### src/rtl/ireg_pkg.sv
package ireg_pkg;
  localparam int WIN_AW   = 3;
  localparam int REG_W    = 16;
  localparam int DIR_BIT  = 7;
  localparam int BUSY_BIT = 0;
  localparam int N_OPND   = 4;

  typedef enum logic [WIN_AW-1:0] {
    WIN_LAUNCH = 3'd0,
    WIN_OPND0  = 3'd1,
    WIN_OPND1  = 3'd2,
    WIN_OPND2  = 3'd3,
    WIN_OPND3  = 3'd4,
    WIN_STAT   = 3'd5,
    WIN_REV    = 3'd6
  } win_off_e;

  typedef enum logic {
    DIR_WRITE = 1'b0,
    DIR_READ  = 1'b1
  } xfer_dir_e;
endpackage

### src/rtl/ireg_window.sv
module ireg_window
  import ireg_pkg::*;
#(
  parameter logic [REG_W-1:0] REVISION = 16'h02A1
) (
  input  logic              clk,
  input  logic              rst_n,
  input  logic [WIN_AW-1:0] bus_addr,
  input  logic              bus_we,
  input  logic [REG_W-1:0]  bus_wdata,
  output logic [REG_W-1:0]  bus_rdata,
  input  logic              busy,
  input  logic              rd_load,
  input  logic [REG_W-1:0]  rd_val,
  output logic              launch,
  output logic [REG_W-1:0]  launch_q,
  output logic [REG_W-1:0]  opnd0_q,
  output logic [REG_W-1:0]  opnd1_q
);
  logic [REG_W-1:0] opnd_q [N_OPND];

  assign launch = bus_we && (bus_addr == WIN_LAUNCH) && !busy;

  always_ff @(posedge clk) begin
    if (!rst_n) begin
      launch_q <= '0;
      for (int k = 0; k < N_OPND; k++) opnd_q[k] <= '0;
    end else begin
      if (launch) launch_q <= bus_wdata;
      for (int k = 0; k < N_OPND; k++) begin
        if (bus_we && (bus_addr == WIN_AW'(int'(WIN_OPND0) + k)))
          opnd_q[k] <= bus_wdata;
      end
      // a completing read takes priority over a host write to operand 0
      if (rd_load) opnd_q[0] <= rd_val;
    end
  end

  assign opnd0_q = opnd_q[0];
  assign opnd1_q = opnd_q[1];

  always_comb begin
    bus_rdata = '0;
    case (bus_addr)
      WIN_LAUNCH: bus_rdata = launch_q;
      WIN_OPND0:  bus_rdata = opnd_q[0];
      WIN_OPND1:  bus_rdata = opnd_q[1];
      WIN_OPND2:  bus_rdata = opnd_q[2];
      WIN_OPND3:  bus_rdata = opnd_q[3];
      WIN_STAT:   bus_rdata[BUSY_BIT] = busy;
      WIN_REV:    bus_rdata = REVISION;
      default:    bus_rdata = '0;
    endcase
  end
endmodule

### src/rtl/ireg_seq.sv
module ireg_seq
  import ireg_pkg::*;
#(
  parameter int IDX_W   = 6,
  parameter int LATENCY = 4
) (
  input  logic             clk,
  input  logic             rst_n,
  input  logic             launch,
  input  logic [REG_W-1:0] launch_word,
  input  logic [REG_W-1:0] opnd0,
  input  logic [REG_W-1:0] opnd1,
  output logic             busy,
  output logic             done,
  output logic             is_rd,
  output logic [IDX_W-1:0] idx_q,
  output logic [REG_W-1:0] lo_q,
  output logic [REG_W-1:0] hi_q
);
  localparam int CW = (LATENCY > 1) ? $clog2(LATENCY) : 1;

  logic [CW-1:0] left_q;

  assign done = busy && (left_q == '0);

  always_ff @(posedge clk) begin
    if (!rst_n) begin
      busy   <= 1'b0;
      left_q <= '0;
      is_rd  <= 1'b0;
      idx_q  <= '0;
      lo_q   <= '0;
      hi_q   <= '0;
    end else if (launch) begin
      busy   <= 1'b1;
      left_q <= CW'(LATENCY - 1);
      is_rd  <= (launch_word[DIR_BIT] == DIR_READ);
      idx_q  <= launch_word[IDX_W-1:0];
      lo_q   <= opnd0;
      hi_q   <= opnd1;
    end else if (done) begin
      busy   <= 1'b0;
    end else if (busy) begin
      left_q <= left_q - 1'b1;
    end
  end
endmodule

### src/rtl/ireg_file.sv
module ireg_file
  import ireg_pkg::*;
#(
  parameter int IDX_W = 6
) (
  input  logic             clk,
  input  logic             rst_n,
  input  logic             wr,
  input  logic [IDX_W-1:0] idx,
  input  logic [REG_W-1:0] lo,
  input  logic [REG_W-1:0] hi,
  output logic [REG_W-1:0] rd_val
);
  localparam int DEPTH = 1 << IDX_W;

  logic [REG_W-1:0] mem [DEPTH];
  logic [IDX_W-1:0] idx_pair;
  logic             pair_wr;

  assign idx_pair = {idx[IDX_W-1:1], 1'b1};
  assign pair_wr  = wr && !idx[0];

  always_ff @(posedge clk) begin
    if (!rst_n) begin
      for (int g = 0; g < DEPTH; g++) mem[g] <= '0;
    end else begin
      for (int g = 0; g < DEPTH; g++) begin
        if (wr && (idx == IDX_W'(g)))
          mem[g] <= lo;
        else if (pair_wr && (idx_pair == IDX_W'(g)))
          mem[g] <= hi;
      end
    end
  end

  assign rd_val = mem[idx];
endmodule

### src/rtl/ireg_bridge.sv
module ireg_bridge
  import ireg_pkg::*;
#(
  parameter int               IDX_W    = 6,
  parameter int               LATENCY  = 4,
  parameter logic [REG_W-1:0] REVISION = 16'h02A1
) (
  input  logic              clk,
  input  logic              rst_n,
  input  logic [WIN_AW-1:0] bus_addr,
  input  logic              bus_we,
  input  logic [REG_W-1:0]  bus_wdata,
  output logic [REG_W-1:0]  bus_rdata
);
  logic             launch_w;
  logic [REG_W-1:0] launch_q_w;
  logic [REG_W-1:0] opnd0_w;
  logic [REG_W-1:0] opnd1_w;
  logic             busy_w;
  logic             done_w;
  logic             is_rd_w;
  logic [IDX_W-1:0] idx_w;
  logic [REG_W-1:0] lo_w;
  logic [REG_W-1:0] hi_w;
  logic [REG_W-1:0] rd_val_w;

  ireg_window #(.REVISION(REVISION)) u_window (
    .clk      (clk),
    .rst_n    (rst_n),
    .bus_addr (bus_addr),
    .bus_we   (bus_we),
    .bus_wdata(bus_wdata),
    .bus_rdata(bus_rdata),
    .busy     (busy_w),
    .rd_load  (done_w && is_rd_w),
    .rd_val   (rd_val_w),
    .launch   (launch_w),
    .launch_q (launch_q_w),
    .opnd0_q  (opnd0_w),
    .opnd1_q  (opnd1_w)
  );

  ireg_seq #(.IDX_W(IDX_W), .LATENCY(LATENCY)) u_seq (
    .clk        (clk),
    .rst_n      (rst_n),
    .launch     (launch_w),
    .launch_word(bus_wdata),
    .opnd0      (opnd0_w),
    .opnd1      (opnd1_w),
    .busy       (busy_w),
    .done       (done_w),
    .is_rd      (is_rd_w),
    .idx_q      (idx_w),
    .lo_q       (lo_w),
    .hi_q       (hi_w)
  );

  ireg_file #(.IDX_W(IDX_W)) u_file (
    .clk   (clk),
    .rst_n (rst_n),
    .wr    (done_w && !is_rd_w),
    .idx   (idx_w),
    .lo    (lo_w),
    .hi    (hi_w),
    .rd_val(rd_val_w)
  );
endmodule

### config.mk
export PLATFORM = sky130hd
export DESIGN_NAME = ireg_bridge
export DESIGN_NICKNAME = d
export VERILOG_FILES = /design/src/rtl/ireg_pkg.sv /design/src/rtl/ireg_window.sv /design/src/rtl/ireg_seq.sv /design/src/rtl/ireg_file.sv /design/src/rtl/ireg_bridge.sv
export SDC_FILE = /design/constraint.sdc
export NUM_CORES = 2
export LEC_CHECK = 0
export BUFFER_PORTS_ARGS = -buffer_cell sky130_fd_sc_hd__buf_2
export CORE_MARGIN = 2
export CORE_UTILIZATION = 65
export DETAILED_ROUTE_END_ITERATION = 12
export PLACE_DENSITY_LB_ADDON = 0.12
export SETUP_SLACK_MARGIN = 0.1
export SLEW_MARGIN = 20
export SYNTH_ARGS = -nofsm -noshare
export SYNTH_HDL_FRONTEND = slang
export SYNTH_HIERARCHICAL = 1
export SYNTH_SLANG_ARGS = --single-unit
### constraint.sdc
create_clock -name clk -period 9.05 [get_ports clk]
set_clock_uncertainty 0.1 [all_clocks]
set_input_delay 1.3575 -clock clk [delete_from_list [all_inputs] [get_ports clk]]
set_output_delay 1.3575 -clock clk [all_outputs]
set_load 0.05 [all_outputs]
# After elaboration in Yosys (flattened, before gate mapping)
# Memories as Yosys holds them, arrays and structs flattened. A register that Yosys moved wholly into a read port is not among the register bits.
# Index checks and enable logic that the tools add are counted.
# W data, S select, Z words.
# op_classes
addsub	1
n_eq_ne	101
n_mux	451
bitwise	102
n_reduce_logical	118
# op_table
cell	n
$mux W16	102
$mux W1	342
$eq A6 B6 Y1 const B	32
$logic_and A1 B1 Y1	107
$or A1 B1 Y1	102
$eq A6 B5 Y1 const B	16
$pmux W15 S6	1
$eq A5 B5 Y1 const B	16
$eq A6 B4 Y1 const B	8
$eq A5 B4 Y1 const B	8
$eq A6 B3 Y1 const B	4
$eq A5 B3 Y1 const B	4
$eq A6 B2 Y1 const B	2
$logic_not A6 Y1	2
$mux W6	2
$eq A5 B2 Y1 const B	2
$eq A3 B3 Y1 const B	3
$pmux W1 S7	1
$eq A3 B2 Y1 const B	2
$eq A6 B1 Y1 const B	1
$mux W2	3
$eq A5 B1 Y1 const B	1
$logic_not A5 Y1	1
$reduce_bool A2 Y1	2
other kinds (7)	9
# word_totals
reg_bits	58
mem_bits_rw	1088
inputBits	22
output_inout_bits	16
elab_cells	782
n_memories	2
# memory_table
memory	words	width	read_ports	rd_clocked_by_memory_dff	wr	line	source
u_file.mem	64	16	1	1	64	ireg_file.sv:16	logic [REG_W-1:0] mem [DEPTH];
u_window.opnd_q	4	16	4	0	4	ireg_window.sv:20	logic [REG_W-1:0] opnd_q [N_OPND];

# Logic depth before layout (Yosys ltp)
# depth
word_depth	10
mapped_depth	11
mapped_depth_nobuf	8

# Modules after synthesis
# The synthesis kept the hierarchy.
# by_module_without_submodules
module	n_inst	cells_per_inst	area_each_um2	seq_area_each_um2
ireg_file	1	2961	46377.0	30749.5
ireg_window	1	324	3912.5	2242.2
ireg_seq	1	140	1635.3	840.8
ireg_bridge	1	2	16.3	0.0

# Least setup slack after synthesis
# OpenSTA, ideal clock, no wires.
# synth_path
path_kind	input -> output
from	input port bus_addr[1]
to	output port bus_rdata[5]
t_arrival_ps	3077
required_time_ps	7593
slack_ps	4515
cell_stages	4
path_buffers	2
path_cell_list	buf_2 -> buf_2 -> o21bai_1 -> a211oi_1
# synth_via
elab_chain_len	2
elab_cells_between_ends	7
classes_between	eq/ne: 5; mux: 1; reduce/logical: 1
# synth_lines
item	line	source
from (decl)	ireg_bridge.sv:10	input logic [WIN_AW-1:0] bus_addr,
$eq A3 B3 Y1 (tied with other cells)	ireg_window.sv:44	case (bus_addr)
$pmux W15 S6 (*)	ireg_window.sv:44	
to (decl)	ireg_bridge.sv:13	output logic [REG_W-1:0] bus_rdata
# Every way passes the cells marked *; elsewhere a longest branch is shown, timed or not.

# Worst setup path in the final report
# layout_path
from	input port bus_addr[2]
to	output port bus_rdata[12]
# Same word-level chain as after synthesis.

==> flow_summary.toml <==
[synth]
ys_ff_latch = 1146
synthMuxAreaShare_pct = 13.4
syn_nets = 3450
async_flop_share_pct = 0
synth_edf_count = 1088
syn-instance-count = 3427
synth_area_leaders = "edfxtp_1 (63%), mux4_2 (11%), a22o_1 (6.5%), dfxtp_1 (2.2%), nor2_1 (2.2%)"
ys_warn_count = 6
yosys.area.top_type = "edfxtp_1"
synth_cell_type_count = 60
synth_simple_gate_area_share_pct = 6.55
synth_fa_ha_area_share_pct = 0.0241
synth_area_sq_um = 51900
synth_compound_area_share_pct = 11.4
synth_flop_cell = "edfxtp_1"
synth-xor-area-share_pct = 0
post_synth.cell_area_avg_sq_um = 15.2
synth_top_family_by_area = "multiplexers"
yosysSeqAreaShare_pct = 65.1
synth_top_area_share_pct = 62.9

[die]
coreArea_sq_um = 79000
die_y_microns = 287
initial_utilization_pct = 65.7
ioPinCount = 38
dieArea_sq_um = 82200
dieWidth_microns = 287
row_count = 103

[critical_path]
crit_chain = "buf_2 > nor2b_1 > o2bb2ai_1 > o21a_1 > buf_2"
worstPathMaxFanout = 35
end_kind = "output pin"
required_ps = 7590
r2r-start = "u_seq/idx_q[3]"
cp_data_arrival_time_ps = 3160
path_common_cell = "buf_2"
slowest_delay_ps = 730
path_class = "in -> out"
crit_path_start_kind = "input pin"
cp-startpoint = "bus_addr[2]"
worst_path_max_delay_cell = "nor2b_1"

[hold_path]
min_path_type = "reg -> reg"
hold_start = "u_window/launch_q[9]"

[cells_and_area]
fill_cells = 4870
layout_common_cells = "edfxtp_1 (1,088), a22o_1 (386), nor2_1 (295)"
regArea_sq_um = 33900
syn_to_final_growth_pct = 9.16
drive_gt1_share_pct = 20.5
nets = 3355
final_common_cell = "edfxtp_1"
final_util_pct = 71.8
multi_input_area_sq_um = 16600

[power_and_ir_drop]
internal_power_uw = 8790
power_frac_seq_pct = 54.0
power_density_nw_per_um2 = 198
combPwrFrac_pct = 4.8
total_leakage_power_uw = 0.0189
pwr-share-clk_pct = 41.1
switching_share_pct = 21.7
total_power_uw = 11200
p_switching_uw = 2430
peakVddDrop_mv = 0.174

[timing]
worstMarginPinSlew_ps = 1210
setup_viol = 0
period_share_pct = 51.0
rsz0062_at_grt = "false"
finalSetupTns_ps = 0
period_minus_slack_ps = 4610
fmax_mhz = 217
drv_slew = 0
setup_ws_ps = 4440
relSlewSlack_pct = 18.8
hold_slack_ps = 359
hold_viol = 0

[routing]
drc = 0
ant_nets = 0
routed_via_density = 7.66
vias = 34300
wl_per_cell_microns = 37.7
first_pass_iters = 7
drt-total-wl_microns = 169000
drt_iter0_drc = 6318

[cts]
cts_root_buf = "clkbuf_16"
clk_latency_ps = 680
path_clk_slew_ps = 60
tritoncts = "built"
cts_buffer_depth = 3
htreeDepth = 3
clock_sinks = 1146
postCtsSetupBuffers = 0
cts.repair.resized = 0
cts_hold_buf = 0
cts-buffers-inserted = 114

[flow_run]
maxCapViolations = 0

[place]
hpwl_microns = 97500
portBuffers = 37
finalWeightedCongestion = 0.979
place_ws_ps = 4490

[global_route]
grt_max_degree = 136
grt_pass1_wl_microns = 239000
antenna_found_initial = 11
grt_remaining_overflow = 0
globalRouteTotalUtil_pct = 41.3
grt_pass1_vias = 33500

[outcome]
status = "complete, no violations"
-- cell families after synthesis --
| family | count (synthesis) |
|---|---|
| flip-flops | 1146 |
| multiplexers | 371 |
| AO/OA/AOI/OAI | 785 |
| buffers and inverters | 406 |
| AND/OR/NAND/NOR | 718 |
| adder cells (fa/ha/maj) | 1 |
-- per-stage QoR --
step | cell area [sq um] | instances
4_1_cts | 56700 | 4475
3_5_place_dp | 53000 | 4265
5_1_grt | 56700 | 4476
6_report | 56700 | 4479
2_1_floorplan | 51900 | 3427
3_3_place_gp | 52900 | 4263
-- worst max-delay path: cells and delay by family --
family | cells | cell delay (ps)
AND/OR/NAND/NOR | 1 | 730
buffers and inverters | 2 | 710
AO/OA/AOI/OAI | 2 | 350
-- power groups by stage --
stage          sequential [uW]  clock, uW  combinational (uW)
2_1_floorplan             6120          0                 346
3_3_place_gp              6160          0                 514
3_5_place_dp              6170          0                 525
4_1_cts                   6060       4620                 527
5_1_grt                   6070       4820                 556
6_report                  6060       4610                 544
-- sequential cells by signal, indices dropped and copies added (netlist names) --
signal / cells
u_window/opnd_q: 64
u_window/launch_q: 16
u_seq/is_rd: 1
u_seq/lo_q: 16
u_seq/left_q: 2
u_seq/busy: 1
u_file/mem: 1024
u_seq/idx_q: 6
u_seq/hi_q: 16
-- synth_stat cells, types with 3 or more instances --
cell and count:
edfxtp_1 1088, mux2_2 34, clkbuf_1 273, o31ai_1 4, or3b_2 3, nand4bb_1 4
nand3b_1 9, nor2b_1 49, nand3_1 24, and2_1 55, mux4_2 257, o21a_1 25
nor2_1 309, o21ai_0 95, buf_1 16, nand2_1 186, nor4_2 3, a22o_1 386
a22oi_1 128, buf_6 22, o2bb2ai_1 23, buf_2 61, nand2b_1 13, nor3_1 10
or4_1 16, a21oi_1 67, buf_4 5, nor4_4 3, inv_1 29, dfxtp_1 58
o21ai_1 33, nand4_1 6, mux2i_1 80, nor3_2 10, o221ai_1 10
-- final cells by class --
type                       count  area share (%)
multi-input combinational   1875            29.2
clock buffer                 151            5.53
clock inverter                59           0.852
timing repair buffer         166            2.15
tap                         1050            2.32
inverter                      29           0.192
antenna                        3          0.0132
sequential                  1146            59.7
-- worst paths after layout --
path,endpoint,slack (ps),cells past startpoint
worst max register to register,u_file/mem[12][8],4460,5
worst min-delay path,u_window/launch_q[9],360,2
worst max-delay path,bus_rdata[12],4440,5
worst min register to register,u_window/launch_q[9],360,2
-- metal layers --
metal / part of all wire [%] / global-route usage, % / vias to the layer above / wire length, microns
li1: - / - / 13300 / -
met1: 33 / 55.6 / 17100 / 55700
met2: 43 / 59.4 / 3240 / 72900
met3: 17 / 14.0 / 587 / 28000
met4: 7.1 / 24.1 / 10 / 12000
met5: 0.040 / 0 / - / 67
Power figures use the tool's default switching activity.
